### src/rtl/burst4_pkg.sv
package burst4_pkg;
  localparam int unsigned BEATS  = 4;
  localparam int unsigned SLOT_W = 2;

  typedef enum logic [1:0] {
    PH_IDLE  = 2'd0,
    PH_FIRST = 2'd1,
    PH_LAST  = 2'd2
  } phase_e;
endpackage

### src/rtl/burst4_cmd_ctrl.sv
module burst4_cmd_ctrl
  import burst4_pkg::*;
#(
  parameter int unsigned ADDR_W = 10,
  localparam int unsigned GRP_W = ADDR_W - SLOT_W
) (
  input  logic              clk,
  input  logic              rst_n,
  input  logic              wr_rd_n,
  input  logic              load_n,
  input  logic [ADDR_W-1:0] cmd_addr,
  output logic              cap_first,
  output logic              cap_last,
  output logic [SLOT_W-1:0] slot_base,
  output logic [GRP_W-1:0]  grp_addr
);
  phase_e            phase_q, phase_d;
  logic [SLOT_W-1:0] cnt_q, cnt_d;
  logic [GRP_W-1:0]  grp_q;
  logic              wr_req, accept;

  assign wr_req = !wr_rd_n && !load_n;
  assign accept = wr_req && (phase_q != PH_FIRST);

  always_comb begin
    phase_d = phase_q;
    cnt_d   = cnt_q;
    unique case (phase_q)
      PH_IDLE:  phase_d = accept ? PH_FIRST : PH_IDLE;
      PH_FIRST: begin
        phase_d = PH_LAST;
        cnt_d   = cnt_q + SLOT_W'(2);
      end
      PH_LAST:  phase_d = accept ? PH_FIRST : PH_IDLE;
      default:  phase_d = PH_IDLE;
    endcase
    if (accept) cnt_d = cmd_addr[SLOT_W-1:0];
  end

  always_ff @(posedge clk or negedge rst_n) begin
    if (!rst_n) begin
      phase_q <= PH_IDLE;
      cnt_q   <= '0;
      grp_q   <= '0;
    end else begin
      phase_q <= phase_d;
      cnt_q   <= cnt_d;
      if (accept) grp_q <= cmd_addr[ADDR_W-1:SLOT_W];
    end
  end

  assign cap_first = (phase_q == PH_FIRST);
  assign cap_last  = (phase_q == PH_LAST);
  assign slot_base = cnt_q;
  assign grp_addr  = grp_q;

  // a qualifying command opens a burst and captures its group address
  p_accept_r1: assert property (@(posedge clk) disable iff (!rst_n)
    (wr_req && phase_q != PH_FIRST) |=>
      (phase_q == PH_FIRST && grp_q == $past(cmd_addr[ADDR_W-1:SLOT_W])));

  // the first data cycle is always followed by the second
  p_two_data_cycles_r3: assert property (@(posedge clk) disable iff (!rst_n)
    (phase_q == PH_FIRST) |=> (phase_q == PH_LAST));

  // a command in the first data cycle changes neither address nor slot order
  p_drop_second_r7: assert property (@(posedge clk) disable iff (!rst_n)
    (phase_q == PH_FIRST && wr_req) |=>
      ($stable(grp_q) && cnt_q == $past(cnt_q) + SLOT_W'(2)));
endmodule

### src/rtl/burst4_beat_assembler.sv
module burst4_beat_assembler
  import burst4_pkg::*;
#(
  parameter int unsigned BEAT_W = 18,
  parameter int unsigned LANES  = 2,
  localparam int unsigned LANE_W = BEAT_W / LANES,
  localparam int unsigned WORD_W = BEATS * BEAT_W,
  localparam int unsigned MASK_W = BEATS * LANES
) (
  input  logic              clk,
  input  logic              rst_n,
  input  logic              cap_first,
  input  logic [SLOT_W-1:0] slot_base,
  input  logic [BEAT_W-1:0] rise_data,
  input  logic [LANES-1:0]  rise_sel_n,
  input  logic [BEAT_W-1:0] fall_data,
  input  logic [LANES-1:0]  fall_sel_n,
  output logic [WORD_W-1:0] word_data,
  output logic [MASK_W-1:0] word_mask
);
  logic [WORD_W-1:0] held_data_q;
  logic [MASK_W-1:0] held_mask_q;
  logic [SLOT_W-1:0] fall_slot;

  assign fall_slot = slot_base + SLOT_W'(1);

  for (genvar s = 0; s < BEATS; s++) begin : g_slot
    logic rise_hit, fall_hit;
    assign rise_hit = (slot_base == SLOT_W'(s));
    assign fall_hit = (fall_slot == SLOT_W'(s));
    for (genvar l = 0; l < LANES; l++) begin : g_lane
      localparam int unsigned DB = s * BEAT_W + l * LANE_W;
      localparam int unsigned MB = s * LANES + l;
      logic [LANE_W-1:0] rise_lane, fall_lane;
      assign rise_lane = rise_sel_n[l] ? '0 : rise_data[l*LANE_W +: LANE_W];
      assign fall_lane = fall_sel_n[l] ? '0 : fall_data[l*LANE_W +: LANE_W];
      assign word_data[DB +: LANE_W] = rise_hit ? rise_lane :
                                       fall_hit ? fall_lane :
                                       held_data_q[DB +: LANE_W];
      assign word_mask[MB] = rise_hit ? !rise_sel_n[l] :
                             fall_hit ? !fall_sel_n[l] :
                             held_mask_q[MB];
    end
  end

  always_ff @(posedge clk or negedge rst_n) begin
    if (!rst_n)         held_mask_q <= '0;
    else if (cap_first) held_mask_q <= word_mask;
  end

  always_ff @(posedge clk) begin
    if (cap_first) held_data_q <= word_data;
  end
endmodule

### src/rtl/burst4_write_capture.sv
module burst4_write_capture
  import burst4_pkg::*;
#(
  parameter int unsigned ADDR_W = 10,
  parameter int unsigned BEAT_W = 18,
  parameter int unsigned LANES  = 2,
  localparam int unsigned LANE_W = BEAT_W / LANES,
  localparam int unsigned GRP_W  = ADDR_W - SLOT_W,
  localparam int unsigned WORD_W = BEATS * BEAT_W,
  localparam int unsigned MASK_W = BEATS * LANES
) (
  input  logic              clk,
  input  logic              rst_n,
  input  logic              wr_rd_n,
  input  logic              load_n,
  input  logic [ADDR_W-1:0] cmd_addr,
  input  logic [BEAT_W-1:0] rise_data,
  input  logic [LANES-1:0]  rise_sel_n,
  input  logic [BEAT_W-1:0] fall_data,
  input  logic [LANES-1:0]  fall_sel_n,
  output logic              mem_we,
  output logic [GRP_W-1:0]  mem_addr,
  output logic [WORD_W-1:0] mem_wdata,
  output logic [MASK_W-1:0] mem_lane_mask
);
  logic              rst_meta_q, rst_sync_q;
  logic              cap_first, cap_last;
  logic [SLOT_W-1:0] slot_base;
  logic [GRP_W-1:0]  grp_addr;
  logic [WORD_W-1:0] word_data;
  logic [MASK_W-1:0] word_mask;
  logic              we_d;
  logic [GRP_W-1:0]  addr_d;
  logic [WORD_W-1:0] wdata_d;
  logic [MASK_W-1:0] mask_d;

  // reset: asserted at once, released after two clock edges
  always_ff @(posedge clk or negedge rst_n) begin
    if (!rst_n) begin
      rst_meta_q <= 1'b0;
      rst_sync_q <= 1'b0;
    end else begin
      rst_meta_q <= 1'b1;
      rst_sync_q <= rst_meta_q;
    end
  end

  burst4_cmd_ctrl #(.ADDR_W(ADDR_W)) u_ctrl (
    .clk       (clk),
    .rst_n     (rst_sync_q),
    .wr_rd_n   (wr_rd_n),
    .load_n    (load_n),
    .cmd_addr  (cmd_addr),
    .cap_first (cap_first),
    .cap_last  (cap_last),
    .slot_base (slot_base),
    .grp_addr  (grp_addr)
  );

  burst4_beat_assembler #(.BEAT_W(BEAT_W), .LANES(LANES)) u_asm (
    .clk        (clk),
    .rst_n      (rst_sync_q),
    .cap_first  (cap_first),
    .slot_base  (slot_base),
    .rise_data  (rise_data),
    .rise_sel_n (rise_sel_n),
    .fall_data  (fall_data),
    .fall_sel_n (fall_sel_n),
    .word_data  (word_data),
    .word_mask  (word_mask)
  );

  always_comb begin
    we_d    = cap_last;
    addr_d  = mem_addr;
    wdata_d = mem_wdata;
    mask_d  = mem_lane_mask;
    if (cap_last) begin
      addr_d  = grp_addr;
      wdata_d = word_data;
      mask_d  = word_mask;
    end
  end

  always_ff @(posedge clk or negedge rst_sync_q) begin
    if (!rst_sync_q) begin
      mem_we        <= 1'b0;
      mem_addr      <= '0;
      mem_wdata     <= '0;
      mem_lane_mask <= '0;
    end else begin
      mem_we        <= we_d;
      mem_addr      <= addr_d;
      mem_wdata     <= wdata_d;
      mem_lane_mask <= mask_d;
    end
  end

  logic [WORD_W-1:0] lane_fill;
  for (genvar m = 0; m < MASK_W; m++) begin : g_fill
    assign lane_fill[m*LANE_W +: LANE_W] = {LANE_W{mem_lane_mask[m]}};
  end

  // disabled lanes carry zero on the array port
  p_masked_zero_r5: assert property (@(posedge clk) disable iff (!rst_sync_q)
    mem_we |-> ((mem_wdata & ~lane_fill) == '0));

  // the pulse lasts one cycle
  p_pulse_single_r6: assert property (@(posedge clk) disable iff (!rst_sync_q)
    mem_we |=> !mem_we);

  // a pulse follows the second data cycle and nothing else
  p_pulse_source_r9: assert property (@(posedge clk) disable iff (!rst_sync_q)
    $rose(mem_we) |-> $past(cap_last));
endmodule

### config.mk
export PLATFORM = sky130hd
export DESIGN_NAME = burst4_write_capture
export DESIGN_NICKNAME = d
export VERILOG_FILES = /design/src/rtl/burst4_pkg.sv /design/src/rtl/burst4_cmd_ctrl.sv /design/src/rtl/burst4_beat_assembler.sv /design/src/rtl/burst4_write_capture.sv
export SDC_FILE = /design/constraint.sdc
export NUM_CORES = 1
export LEC_CHECK = 0
export BUFFER_PORTS_ARGS = -buffer_cell sky130_fd_sc_hd__buf_2
export CAP_MARGIN = 20
export CELL_PAD_IN_SITES_DETAIL_PLACEMENT = 0
export CELL_PAD_IN_SITES_GLOBAL_PLACEMENT = 1
export CORE_MARGIN = 4
export CORE_UTILIZATION = 43
export CTS_CLUSTER_DIAMETER = 30
export DETAILED_ROUTE_END_ITERATION = 12
export GPL_TIMING_DRIVEN = 0
export PLACE_DENSITY = 0.88
export SLEW_MARGIN = 10
export SYNTH_ARGS = -nofsm -noshare
export SYNTH_HDL_FRONTEND = slang
export SYNTH_SLANG_ARGS = --single-unit
### constraint.sdc
create_clock -name clk -period 7.8 [get_ports clk]
set_clock_uncertainty 0.05 [all_clocks]
set_input_delay 1.17 -clock clk [delete_from_list [all_inputs] [get_ports clk]]
set_output_delay 1.17 -clock clk [all_outputs]
set_load 0.05 [all_outputs]
==> impl_metrics.csv <==
group,metric,value,unit
worst_setup_path,worstSetupPathType,"in2reg",
cells_and_area,drive_gt1_frac,0.2478,
power_and_ir_drop,peakVddDrop,0.1929,mV
floorplan,num_rows,49,
cells_and_area,multi_input_area,2796,um^2
worst_setup_path,reg2regPathDepth,6,
job,maxCapViolCount,0,
timing,maxSlewViolCount,0,
route,wl,24580,um
synthesis,synthSimpleGateAreaFrac,0.1612,
route,vias_per_cell,5.777,
timing,slew_headroom,0.4229,
timing,period_share,0.3545,
worst_setup_path,r2r_start,"u_ctrl.slot_base[0]",
timing,worst_pin_slew,859.5,ps
global_routing,grt_overflow,0,
synthesis,synth_xor_area_frac,0.003118,
global_routing,gr-usage-all-layers,0.2357,
floorplan,dieArea,20920,um^2
cells_and_area,final_util,0.5314,
global_routing,grt_pass1_wl,36700,um
worst_setup_path,cp-start-kind,"primary input",
route,avgRoutedWirePerCell,21.79,um
synthesis,synth_seq_cells,183,
placed_design,place_congestion,0.9509,
timing,setup_viol,0,
synthesis,synth-compound-area-share,0.1425,
cells_and_area,seq_area,4943,um^2
clock_tree,clkLatencyLatePin,430,ps
placed_design,dp_hpwl,17420,um
synthesis,synthMuxAreaShare,0.04115,
clock_tree,clockBufferDepth,2,
synthesis,synth-edff-count,72,
hold_path,worstHoldStart,"rst_meta_q",
placed_design,port_buffers,142,
worst_setup_path,worstPathRequired,7910,ps
synthesis,postSynthCellCount,720,
synthesis,synth_fa_ha_area_frac,0,
synthesis,syn_area_per_cell,11.15,um^2
worst_setup_path,r2r_slack,5420,ps
power_and_ir_drop,p_leak,0.004210,uW
clock_tree,cts_sinks,183,
cells_and_area,nets,937,
timing,setup_tns,0,ps
synthesis,synth_top_family_by_area,"simple AND/OR/NAND/NOR gates",
power_and_ir_drop,p_per_area,359.0,nW/um^2
synthesis,synth_top_flop_cell,"dfrtp_1",
route,num_vias,6517,
clock_tree,cts_buffers,17,
outcome,status,"completed",
route,drc_errors,0,
hold_path,min_to,"rst_sync_q",
floorplan,die-width,144.6,um
worst_setup_path,cp_max_fo,10,
clock_tree,path_clk_slew,70,ps
cells_and_area,fillers,1651,
clock_tree,h-tree-depth,4,
global_routing,grt_pass1_vias,6318,
worst_setup_path,arrival,2870,ps
clock_tree,ctsHoldBuffers,0,
clock_tree,cts_tree,"built",
timing,hold_viol,0,
clock_tree,postCtsSetupBuffers,0,
hold_path,hp-class,"reg2reg",
cells_and_area,syn_to_final_growth,20.14,%
timing,timing.fmax,0.3617,GHz
global_routing,antenna_found_initial,4,
worst_setup_path,critical_path.endpoint_type,"flop",
worst_setup_path,r2r-end,"u_asm.held_data_q[31]",
clock_tree,cts-root-buf,"clkbuf_16",
floorplan,initial_core_util,0.4423,
route,drt_iter0_drc,865,
synthesis,async_flop_share,0.6066,
route,dr.pass1.iters,8,
clock_tree,cts_resized,0,
floorplan,die_y,144.6,um
synthesis,postSynthNetCount,774,
hold_path,hold_depth,0,
route,antenna_left,0,
synthesis,ys_types,46,
timing,rsz0062_at_grt,"false",
global_routing,grt_max_degree,61,
timing,finalCriticalPeriod,2765,ps
synthesis,ys_seq_area_frac,0.6154,
floorplan,core_area,18150,um^2
floorplan,ios,143,
synthesis,yosys_warnings,0,
synthesis,netlist_area,8026,um^2
## cell families (layout without fill, tap and decap cells)
logic type	Yosys count	count (layout)
simple gates	279	279
buf+inv	71	247
flops	183	183
mux	30	30
compound gates	154	154
xor+xnor	2	2
other cells	1	4
## worst max-delay path, stage by stage
cell and delay (ps):
buf_2 210, clkbuf_1 500, nor2b_1 170, a221oi_1 720, nor2_1 100
## per-stage QoR
step	power [uW]	cell area [um^2]	hold slack, ps	setup WS, ps	cells
after detailed placement	2647	9085	291.3	4630	1093
after global placement	2620	9024	284.5	2945	1091
after floorplan	2274	8026	281.2	4429	720
after CTS	3467	9635	306.6	5092	1125
after global routing	3608	9643	330.5	5002	1128
final	3462	9643	302.4	5035	1128
## how the worst max path moves through the flow
stage | from | endpoint | cells after the start
after floorplan | rst_sync_q | mem_addr[0] | 0
after global placement | rst_sync_q | mem_wdata[20] | 0
after detailed placement | fall_sel_n[1] | u_asm.held_data_q[31] | 5
after CTS | fall_sel_n[1] | u_asm.held_data_q[31] | 5
after global routing | fall_sel_n[1] | u_asm.held_data_q[31] | 5
final | fall_sel_n[1] | u_asm.held_data_q[31] | 5
## state kept, by name (all words and copies together) (netlist names)
name and count:
mem_we 1, mem_addr 8, u_ctrl.phase_q 2, rst_meta_q 1
mem_wdata 72, u_asm.held_data_q 72, u_asm.held_mask_q 8, u_ctrl.slot_base 2
mem_lane_mask 8, rst_sync_q 1, u_ctrl.grp_addr 8
## cell usage after synthesis, types with 8 or more instances
| master | count | area (um^2) |
|---|---|---|
| nand2_1 | 119 | 446.7 |
| dfrtp_1 | 111 | 2778 |
| nor2_1 | 81 | 304.0 |
| edfxtp_1 | 72 | 2162 |
| nor2b_1 | 39 | 244.0 |
| o31ai_1 | 35 | 262.8 |
| clkbuf_1 | 28 | 105.1 |
| mux2_2 | 24 | 270.3 |
| inv_1 | 22 | 82.58 |
| a31oi_1 | 21 | 131.4 |
| o21ai_0 | 20 | 100.1 |
| a222oi_1 | 18 | 180.2 |
| buf_2 | 15 | 75.07 |
| a211oi_1 | 13 | 97.59 |
| a22oi_1 | 12 | 90.09 |
| nand2b_1 | 12 | 75.07 |
| a221oi_1 | 11 | 96.34 |
| o22ai_1 | 8 | 50.05 |
## cells in the final DEF (no fill, tap or decap), types with 5 or more instances in the layout
cell / Yosys / routed
mux2i_1: 6 / 6
o31ai_1: 35 / 35
o22ai_1: 8 / 8
nor3b_1: 5 / 5
nor4bb_1: 5 / 5
a211oi_1: 13 / 13
mux2_2: 24 / 24
a31oi_1: 21 / 21
a221o_1: 5 / 5
dfrtp_1: 111 / 110
a22oi_1: 12 / 12
a221oi_1: 11 / 11
inv_1: 22 / 21
nor2_1: 81 / 81
clkbuf_1: 28 / 31
a222oi_1: 18 / 18
nand2b_1: 12 / 12
buf_2: 15 / 157
nor2b_1: 39 / 39
o21ai_0: 20 / 20
nand2_1: 119 / 119
clkbuf_16: 0 / 17
edfxtp_1: 72 / 72
## layer usage
| layer | routed length (um) | vias to the layer above | track usage |
|---|---|---|---|
| met3 | 2294 | 49 | 0.06647 |
| li1 | - | 2925 | - |
| met2 | 11150 | 361 | 0.3567 |
| met1 | 10610 | 3180 | 0.3340 |
| met4 | 514 | 2 | 0.06824 |
| met5 | 7 | - | 0 |
## cell type report
type / instances / area share
Sequential cell: 183 / 0.5127
Multi-Input combinational cell: 466 / 0.2900
Timing Repair Buffer: 144 / 0.07941
Clock buffer: 21 / 0.04671
Tap cell: 229 / 0.02971
Buffer: 48 / 0.02115
Clock inverter: 11 / 0.01038
Inverter: 23 / 0.009212
Antenna cell: 3 / 0.0007785
## report_power, final
part           internal [uW]  switching, uW  total [uW]
Combinational            324            973        1300
Sequential              1230            110        1340
Clock                    449            376         825
(Power assumes the default switching activity.)
